File: src/rtl/pms_pkg.sv
package pms_pkg;

    typedef enum logic [1:0] {
        MODE_RUN   = 2'b00,
        MODE_REST1 = 2'b01,
        MODE_REST2 = 2'b10,
        MODE_REST3 = 2'b11
    } pwr_mode_e;

    typedef enum logic [2:0] {
        ST_RUN   = 3'd0,
        ST_AUTO1 = 3'd1,
        ST_AUTO2 = 3'd2,
        ST_AUTO3 = 3'd3,
        ST_HOLD1 = 3'd4,
        ST_HOLD2 = 3'd5,
        ST_HOLD3 = 3'd6
    } seq_state_e;

endpackage

File: src/rtl/pms_idle_timer.sv
// Counts ticks since the last clear, saturating at LIMIT.
module pms_idle_timer #(
    parameter int LIMIT = 1008000,
    parameter int CW    = $clog2(LIMIT + 1)
) (
    input  logic          clk,
    input  logic          rst_n,
    input  logic          clr,
    input  logic          tick,
    output logic [CW-1:0] count
);
    localparam logic [CW-1:0] LIM = CW'(LIMIT);

    always_ff @(posedge clk) begin
        if (!rst_n) begin
            count <= '0;
        end else if (clr) begin
            count <= '0;
        end else if (tick && (count != LIM)) begin
            count <= count + 1'b1;
        end
    end

    // a clear leaves the timer at zero
    a_r4_idle_clear: assert property (@(posedge clk) disable iff (!rst_n)
        clr |=> (count == '0));

    // without a tick or a clear the timer holds
    a_r9_idle_hold: assert property (@(posedge clk) disable iff (!rst_n)
        (!clr && !tick) |=> $stable(count));

    // the timer never passes its saturation value
    a_r3_idle_sat: assert property (@(posedge clk) disable iff (!rst_n)
        (count == LIM) |=> (count == LIM || count == '0));

endmodule

File: src/rtl/pms_mode_fsm.sv
// Power mode state machine: automatic downshift plus forced hold.
module pms_mode_fsm
    import pms_pkg::*;
#(
    parameter int CW     = 20,
    parameter int TMO_R1 = 474,
    parameter int TMO_R2 = 16800,
    parameter int TMO_R3 = 1008000
) (
    input  logic          clk,
    input  logic          rst_n,
    input  logic          motion_seen,
    input  logic [1:0]    force_sel,
    input  logic [CW-1:0] idle_cnt,
    output pwr_mode_e     mode
);
    localparam logic [CW-1:0] LIM1 = CW'(TMO_R1);
    localparam logic [CW-1:0] LIM2 = CW'(TMO_R2);
    localparam logic [CW-1:0] LIM3 = CW'(TMO_R3);

    seq_state_e state_q;
    seq_state_e state_d;
    logic       in_hold;
    logic       forcing;

    assign forcing = (force_sel != 2'b00);
    assign in_hold = (state_q == ST_HOLD1) || (state_q == ST_HOLD2) ||
                     (state_q == ST_HOLD3);

    // next-state logic
    always_comb begin
        state_d = state_q;
        if (forcing) begin
            unique case (force_sel)
                2'b01:   state_d = ST_HOLD1;
                2'b10:   state_d = ST_HOLD2;
                default: state_d = ST_HOLD3;
            endcase
        end else begin
            unique case (state_q)
                ST_RUN: begin
                    if (!motion_seen && idle_cnt >= LIM1) state_d = ST_AUTO1;
                end
                ST_AUTO1: begin
                    if (motion_seen)            state_d = ST_RUN;
                    else if (idle_cnt >= LIM2)  state_d = ST_AUTO2;
                end
                ST_AUTO2: begin
                    if (motion_seen)            state_d = ST_RUN;
                    else if (idle_cnt >= LIM3)  state_d = ST_AUTO3;
                end
                ST_AUTO3: begin
                    if (motion_seen)            state_d = ST_RUN;
                end
                ST_HOLD1, ST_HOLD2, ST_HOLD3: state_d = ST_RUN;
                default:                      state_d = ST_RUN;
            endcase
        end
    end

    // state register
    always_ff @(posedge clk) begin
        if (!rst_n) state_q <= ST_RUN;
        else        state_q <= state_d;
    end

    // outputs
    always_comb begin
        unique case (state_q)
            ST_RUN:             mode = MODE_RUN;
            ST_AUTO1, ST_HOLD1: mode = MODE_REST1;
            ST_AUTO2, ST_HOLD2: mode = MODE_REST2;
            ST_AUTO3, ST_HOLD3: mode = MODE_REST3;
            default:            mode = MODE_RUN;
        endcase
    end

    a_r4_motion_run: assert property (@(posedge clk) disable iff (!rst_n)
        (motion_seen && !forcing) |=> (mode == MODE_RUN));

    a_r5_forced_take: assert property (@(posedge clk) disable iff (!rst_n)
        forcing |=> (mode == $past(force_sel)));

    a_r6_release_run: assert property (@(posedge clk) disable iff (!rst_n)
        (in_hold && !forcing) |=> (mode == MODE_RUN));

    a_r3_one_step: assert property (@(posedge clk) disable iff (!rst_n)
        (!forcing && !motion_seen && !in_hold) |=>
            ((mode == $past(mode)) || (int'(mode) == int'($past(mode)) + 1)));

endmodule

File: src/rtl/pms_frame_timer.sv
// Frame period counter; strobe at the period of the current mode.
module pms_frame_timer
    import pms_pkg::*;
#(
    parameter int PER_RUN = 33,
    parameter int PER_R1  = 33,
    parameter int PER_R2  = 164,
    parameter int PER_R3  = 820,
    parameter int FW      = 10
) (
    input  logic      clk,
    input  logic      rst_n,
    input  logic      tick,
    input  pwr_mode_e mode,
    output logic      frame_stb
);
    localparam logic [FW-1:0] LAST_RUN = FW'(PER_RUN - 1);
    localparam logic [FW-1:0] LAST_R1  = FW'(PER_R1 - 1);
    localparam logic [FW-1:0] LAST_R2  = FW'(PER_R2 - 1);
    localparam logic [FW-1:0] LAST_R3  = FW'(PER_R3 - 1);

    logic [FW-1:0] cnt_q;
    logic [FW-1:0] last_val;
    pwr_mode_e     seen_q;
    logic          restart;

    always_comb begin
        unique case (mode)
            MODE_RUN:   last_val = LAST_RUN;
            MODE_REST1: last_val = LAST_R1;
            MODE_REST2: last_val = LAST_R2;
            MODE_REST3: last_val = LAST_R3;
            default:    last_val = LAST_RUN;
        endcase
    end

    assign restart = (mode != seen_q);

    always_ff @(posedge clk) begin
        if (!rst_n) begin
            cnt_q     <= '0;
            seen_q    <= MODE_RUN;
            frame_stb <= 1'b0;
        end else if (restart) begin
            cnt_q     <= '0;
            seen_q    <= mode;
            frame_stb <= 1'b0;
        end else if (tick) begin
            if (cnt_q >= last_val) begin
                cnt_q     <= '0;
                frame_stb <= 1'b1;
            end else begin
                cnt_q     <= cnt_q + 1'b1;
                frame_stb <= 1'b0;
            end
        end else begin
            frame_stb <= 1'b0;
        end
    end

    a_r8_stb_single: assert property (@(posedge clk) disable iff (!rst_n)
        frame_stb |=> !frame_stb);

    a_r8_restart_quiet: assert property (@(posedge clk) disable iff (!rst_n)
        restart |=> !frame_stb);

    a_r9_stb_on_tick: assert property (@(posedge clk) disable iff (!rst_n)
        frame_stb |-> $past(tick));

endmodule

File: src/rtl/pwr_mode_seq.sv
module pwr_mode_seq
    import pms_pkg::*;
#(
    parameter int PER_RUN = 2,
    parameter int PER_R1  = 33,
    parameter int PER_R2  = 164,
    parameter int PER_R3  = 820,
    parameter int TMO_R1  = 474,
    parameter int TMO_R2  = 16800,
    parameter int TMO_R3  = 1008000
) (
    input  logic       clk,
    input  logic       rst_n,
    input  logic       motion_seen,
    input  logic [1:0] force_sel,
    input  logic       tick,
    output logic       frame_stb,
    output logic [1:0] mode_out
);
    localparam int PER_A   = (PER_RUN > PER_R1) ? PER_RUN : PER_R1;
    localparam int PER_B   = (PER_R2 > PER_R3) ? PER_R2 : PER_R3;
    localparam int PER_MAX = (PER_A > PER_B) ? PER_A : PER_B;
    localparam int FW      = $clog2(PER_MAX + 1);
    localparam int CW      = $clog2(TMO_R3 + 1);

    logic [CW-1:0] idle_cnt;
    logic          idle_clr;
    pwr_mode_e     mode;

    assign idle_clr = motion_seen || (force_sel != 2'b00);

    pms_idle_timer #(.LIMIT(TMO_R3), .CW(CW)) u_idle (
        .clk   (clk),
        .rst_n (rst_n),
        .clr   (idle_clr),
        .tick  (tick),
        .count (idle_cnt)
    );

    pms_mode_fsm #(
        .CW(CW), .TMO_R1(TMO_R1), .TMO_R2(TMO_R2), .TMO_R3(TMO_R3)
    ) u_fsm (
        .clk         (clk),
        .rst_n       (rst_n),
        .motion_seen (motion_seen),
        .force_sel   (force_sel),
        .idle_cnt    (idle_cnt),
        .mode        (mode)
    );

    pms_frame_timer #(
        .PER_RUN(PER_RUN), .PER_R1(PER_R1), .PER_R2(PER_R2),
        .PER_R3(PER_R3), .FW(FW)
    ) u_frame (
        .clk       (clk),
        .rst_n     (rst_n),
        .tick      (tick),
        .mode      (mode),
        .frame_stb (frame_stb)
    );

    assign mode_out = mode;

    a_r1_reset_state: assert property (@(posedge clk)
        !rst_n |=> (mode_out == 2'b00 && !frame_stb && idle_cnt == '0));

endmodule

File: config.mk
export PLATFORM = sky130hd
export DESIGN_NAME = pwr_mode_seq
export DESIGN_NICKNAME = d
export VERILOG_FILES = /design/src/rtl/pms_pkg.sv /design/src/rtl/pms_idle_timer.sv /design/src/rtl/pms_mode_fsm.sv /design/src/rtl/pms_frame_timer.sv /design/src/rtl/pwr_mode_seq.sv
export SDC_FILE = /design/constraint.sdc
export NUM_CORES = 1
export LEC_CHECK = 0
export BUFFER_PORTS_ARGS = -buffer_cell sky130_fd_sc_hd__buf_2
export CAP_MARGIN = 20
export CORE_MARGIN = 2
export CORE_UTILIZATION = 50
export CTS_CLUSTER_DIAMETER = 60
export DETAILED_ROUTE_END_ITERATION = 12
export GPL_TIMING_DRIVEN = 0
export PLACE_DENSITY = 0.67
export SYNTH_ARGS = -nofsm -noshare
export SYNTH_HDL_FRONTEND = slang
export SYNTH_HIERARCHICAL = 1
export SYNTH_SLANG_ARGS = --single-unit
File: constraint.sdc
create_clock -name clk -period 3 [get_ports clk]
set_clock_uncertainty 0.1 [all_clocks]
set_input_delay 0.6 -clock clk [delete_from_list [all_inputs] [get_ports clk]]
set_output_delay 0.6 -clock clk [all_outputs]
set_load 0.05 [all_outputs]
==> results of run 1 <==
worst paths after layout:
check,cells past startpoint,endpoint,startpoint
worst max-delay path,9,u_frame/cnt_q[7],u_fsm/state_q[2]
worst min-delay path,2,u_idle/count[19],u_idle/count[19]
worst max register to register,9,u_frame/cnt_q[7],u_fsm/state_q[2]
worst min register to register,2,u_idle/count[19],u_idle/count[19]
metrics by stage:
stage	utilization [%]	cells	hold WS [ps]	setup slack [ps]
final	58.1	318	414	372
after CTS	58.1	318	412	358
after global routing	58.1	318	437	141
after detailed placement	55.8	311	400	375
after floorplan	-	253	369	167
after global placement	55.8	311	394	398
synthesized netlist by cell type, drive strengths merged, types with 2 or more instances:
cell | count | area (sq um)
nor3 | 8 | 40.0
nor2b | 2 | 12.5
nand2 | 26 | 97.6
nor4b | 2 | 32.5
a31oi | 3 | 18.8
buf | 3 | 20.0
o31ai | 6 | 45.0
inv | 14 | 52.6
o211ai | 2 | 15.0
nand2b | 4 | 25.0
a21boi | 2 | 15.0
nand4b | 2 | 32.5
ha | 12 | 150
o2111ai | 2 | 17.5
mux2i | 4 | 40.0
and3 | 3 | 18.8
o21a | 3 | 22.5
dfxtp | 36 | 721
or4b | 3 | 30.0
or3 | 5 | 31.3
xnor2 | 6 | 52.6
o21ai | 6 | 30.0
clkbuf | 4 | 15.0
nand3 | 11 | 60.1
nand3b | 2 | 15.0
nand4 | 8 | 50.1
nor2 | 21 | 78.8
and4 | 4 | 38.8
or4 | 8 | 63.8
xor2 | 12 | 105
and2 | 3 | 20.0
a21oi | 16 | 80.1
where the power goes:
group	internal, uW	total [uW]	switching [uW]	leakage (uW)
combinational	64.4	157	92.1	0.000526
clock	204	364	160	0.0000503
sequential	487	499	12.4	0.000291
state kept, by name (all words and copies together), names as in the netlist:
register,flops
u_fsm/state_q,3
u_idle/count,20
u_frame/frame_stb,1
u_frame/cnt_q,10
u_frame/seen_q,2
metal layers:
metal,GRT usage [%],part of all wire [%],wire length (um),up-vias
li1,-,-,-,943
met1,26.8,51,2180,848
met2,27.1,42,1820,30
met3,3.92,4.9,212,5
met4,7.05,1.6,70,0
met5,0,0,0,-
final cells by class:
class                   instances  area, sq um
multi-input cells             196         1370
plain buffers                   7         35.0
well taps                      50         62.6
flip-flops and latches         36          721
inverters                      14         52.6
repair buffers                  8         40.0
fillers                       385         1710
clock buffers                   7         96.3
cells by family (layout without fill, tap and decap cells):
group / after synthesis / after routing
multiplexers: 4 / 4
AND/OR/NAND/NOR: 115 / 115
flip-flops: 36 / 36
adder cells (fa/ha/maj): 12 / 12
AO/OA/AOI/OAI: 47 / 47
buffers and inverters: 21 / 36
XOR/XNOR: 18 / 18
worst max-delay path, cell delays in order, from the launching register on:
cell	delay [ps]
dfxtp_1	500
nand2_1	140
xnor2_2	340
nand2_1	170
ha_1	400
nand4b_4	120
a211o_1	280
o311a_4	160
o21bai_4	220
nor2_1	80
==> impl_metrics.ini, run 1 <==
[run_status]
status = complete, no violations

[synthesis]
synthCells = 253
yosysSeqAreaShare_pct = 33.3
synth-edff-count = 0
async_flop_share_pct = 0
ys_ff_latch = 36
synth.lib_cells_used.distinct = 52
ys_warn_count = 6
synthXorXnorAreaFrac_pct = 7.29
synthAdderAreaFrac_pct = 6.94
synth_flop_cell = dfxtp_1
netlist_area_sq_um = 2160
synth_top_family_by_area = simple AND/OR/NAND/NOR gates
syn_area_per_cell_sq_um = 8.55
synthSimpleGateAreaFrac_pct = 31.4
syn_nets = 271
synth.area.mux_share_pct = 1.85
synth-compound-area-share_pct = 15.2

[placement]
place.gp.congestion = 0.811
place_area_sq_um = 2280
port_buffers = 8
dp_hpwl_um = 3210

[cts]
worstSkewPairLatency_ps = 280
clockBufferDepth = 2
clk_pin_slew_ps = 70
cts_resized = 0
ctsHoldBuffers = 0
cts_setup_buffers = 0
cts.htree.levels = 2
numCtsBuffers = 5
cts_tree = built
cts-root-buf = clkbuf_8
cts_sinks = 36

[global_route]
grt.total_usage_pct = 18.6
grt_pass1_vias = 1581
overflow = 0
antenna_found_initial = 0
grt_first_pass_wirelength_um = 7380
grt_max_degree = 11

[cells_and_area]
layout_common_cells = 36 x dfxtp_1, 26 x nand2_1, 21 x nor2_1
drive_above_1_share_pct = 11.6
syn_to_final_growth_pct = 9.90
stdcell_area_sq_um = 2380
final_common_cell = dfxtp_1
antenna_cells = 0
nNetsFinal = 286

[die]
initial_core_util_pct = 52.9
die_area_sq_um = 4870
rows = 23
die_w_um = 69.8
coreArea_sq_um = 4090
io_pins = 9
die_height_um = 69.8

[drt]
wire_per_inst_um = 13.5
dr.pass1.iters = 4
wl_um = 4290
viasPerCell = 5.74
drc = 0
drt-initial-drc-count = 64
drtAntennaViolNets = 0
vias = 1826

[worst_setup_path]
critPathLaunchType = flip-flop
end_kind = flip-flop
path_max_fanout = 7
cp.arrival_ps = 2700
worstPathRequired_ps = 3070
reg2reg_slack_ps = 370
crit_type = reg2reg

[power_and_ir_drop]
power_density_nw_per_um2 = 429
p_total_uw = 1020
vdd_drop_max_mv = 0.305
p_leak_uw = 0.000867

[sta]
max_freq_mhz = 381
worstMarginPinSlew_ps = 483
drv_slew = 0
setup_tns_ps = 0
finalHoldViolCount = 0
min_period_over_period_pct = 87.6
setup_violations = 0
slew_headroom_pct = 67.8
rsz0062_at_grt = no
finalCriticalPeriod_ps = 2630

[flow_run]
drv_cap = 0

[min_path]
hold_path_class = reg2reg
No activity file was read; power rests on OpenSTA's default activity.
==> run 2: changes to the inputs <==
--- a/constraint.sdc
+++ b/constraint.sdc
@@ -4,2 +4,2 @@
 set_output_delay 0.6 -clock clk [all_outputs]
-set_load 0.05 [all_outputs]
+set_load 0.02 [all_outputs]
==> run 2 against run 1 <==
Sequential share of layout area grew 0.18 points. Flip-flop and latch count is the same. Sequential power is essentially flat. Clock-buffer cell count grew 1. Fmax shrank 0.19%. Non-clock buffer count is the same. Via count grew 0.16%. Largest cell class unchanged. Largest power group unchanged.
==> impl_metrics.ini, run 2 (synthesis gave the netlist of run 1 again) <==
[run_status]
status = complete, no violations

[power_and_ir_drop]
p_seq_share_pct = 50.6
internal-power_uw = 738
power_density_nw_per_um2 = 418
p_total_uw = 986
p_sw_share_pct = 25.1
pwr-share-clk_pct = 34.6
p_leak_uw = 0.000862
vdd_drop_max_mv = 0.228
pwr-share-comb_pct = 14.8
power.net_switching_uw = 248

[min_path]
hold_end = u_frame/cnt_q[0]
hold_depth = 2
hold_path_class = reg2reg
min-delay-start = u_frame/cnt_q[0]

[worst_setup_path]
cp.arrival_ps = 2700
end_kind = flip-flop
path_cells = xor2_1 > nand2_1 > ha_1 > nand4b_4 > a211o_1 > o311a_4 > o21bai_4 > nor2_1
path_max_fanout = 7
r2r_start = u_fsm/state_q[0]
timing.rr.end = u_frame/cnt_q[7]
max_stage_delay_ps = 490
reg2reg_slack_ps = 370
critPathSlowestCell = xor2_1
worstPathRequired_ps = 3070
critPathLaunchType = flip-flop
rr_worst_depth = 8
crit_type = reg2reg

[sta]
setup_tns_ps = 0
max_freq_mhz = 380
finalCriticalPeriod_ps = 2630
layout_setup_ws_ps = 367
setup_violations = 0
slew_headroom_pct = 64.1
rsz0062_at_grt = no
drv_slew = 0
min_period_over_period_pct = 87.8
finalHoldViolCount = 0
worstMarginPinSlew_ps = 536

[cts]
numCtsBuffers = 5
cts_sinks = 36
cts.htree.levels = 2
cts_setup_buffers = 0
cts-root-buf = clkbuf_8
clockBufferDepth = 2
worstSkewPairLatency_ps = 280
cts_tree = built
ctsHoldBuffers = 0
clk_pin_slew_ps = 60

[cells_and_area]
largest_register_ffs = 20
final_util_pct = 57.8
final_common_cell = dfxtp_1
nNetsFinal = 286
drive_above_1_share_pct = 10.8
top_regs = u_idle/count x20, u_frame/cnt_q x10, u_fsm/state_q x3
regArea_sq_um = 721
syn_to_final_growth_pct = 9.26
instances_no_fill = 319
layout_common_cells = 36 x dfxtp_1, 26 x nand2_1, 21 x nor2_1
antenna_cells = 0
top_register = u_idle/count
multiInputGateArea_sq_um = 1360
num-fill-cells = 392

[drt]
drc = 0
wire_per_inst_um = 13.3
viasPerCell = 5.73
drtAntennaViolNets = 0
vias = 1829
wl_um = 4240
dr.pass1.iters = 4
drt-initial-drc-count = 55

[placement]
dp_slack_ps = 176
dp.cells = 311
place.gp.congestion = 0.796
port_buffers = 8
dp_hpwl_um = 3170

[global_route]
grt_max_degree = 11
overflow = 0
grt_pass1_vias = 1669
grt_first_pass_wirelength_um = 7570
antenna_found_initial = 0
grt.total_usage_pct = 18.7

[die]
coreArea_sq_um = 4090
die_height_um = 69.8
rows = 23
io_pins = 9
die_w_um = 69.8
die_area_sq_um = 4870
initial_core_util_pct = 52.9

[flow_run]
drv_cap = 0
==> run 2: cell types whose count changed in the layout (fill, tap and decap cells not counted), sizes merged <==
cell / before / now
clkbuf: 11 / 12
==> run 2: worst max-delay path by stage <==
| stage | startpoint | endpoint | slack, ps | cells after the start |
|---|---|---|---|---|
| after floorplan | u_fsm/state_q[0] | u_frame/cnt_q[3] | 260 | 9 |
| after global placement | u_fsm/state_q[0] | u_frame/cnt_q[3] | 210 | 9 |
| after detailed placement | u_fsm/state_q[0] | u_frame/cnt_q[3] | 180 | 9 |
| after CTS | u_fsm/state_q[0] | u_frame/cnt_q[3] | 170 | 9 |
| after global routing | u_fsm/state_q[2] | u_frame/cnt_q[3] | 150 | 8 |
| final | u_fsm/state_q[0] | u_frame/cnt_q[7] | 370 | 8 |
==> run 2: cell type report <==
class | instances | share of cell area (%)
Inverter | 14 | 2.22
Tap cell | 50 | 2.65
Multi-Input combinational cell | 196 | 57.6
Sequential cell | 36 | 30.5
Clock buffer | 8 | 3.81
Buffer | 7 | 1.48
Timing Repair Buffer | 8 | 1.69
==> run 2: per-layer routing <==
layer | global-route usage [%] | part of all wire, % | up-vias
met5 | 0 | 0 | -
met4 | 5.77 | 0.90 | 0
met3 | 3.49 | 3.2 | 4
met2 | 27.8 | 43 | 22
met1 | 27.3 | 53 | 854
li1 | - | - | 949
==> run 2: worst max-delay path: cells and delay by family, from the launching register on <==
kind                     cells  cell delay, ps
AO/OA/AOI/OAI                3             660
XOR/XNOR                     1             490
flip-flops                   1             480
adder cells (fa/ha/maj)      1             400
AND/OR/NAND/NOR              3             390
==> run 2: timing repair <==
item | in CTS | in global routing
endpoints found under the setup margin | 0 | 1
hold endpoints to repair | 0 | 0
resized for setup | 0 | 1
==> run 2: power by group through the flow <==
stage / combinational [uW] / sequential, uW / clock (uW)
floorplan: 113 / 508 / 0
global placement: 143 / 509 / 0
detailed placement: 145 / 509 / 0
CTS: 145 / 498 / 357
global route: 163 / 500 / 376
finish: 146 / 499 / 342
==> run 2: metrics by stage <==
stage	cell area [sq um]	hold slack [ps]
2_1_floorplan	2160	369
3_3_place_gp	2260	394
3_5_place_dp	2260	403
4_1_cts	2350	414
5_1_grt	2360	456
6_report	2360	413
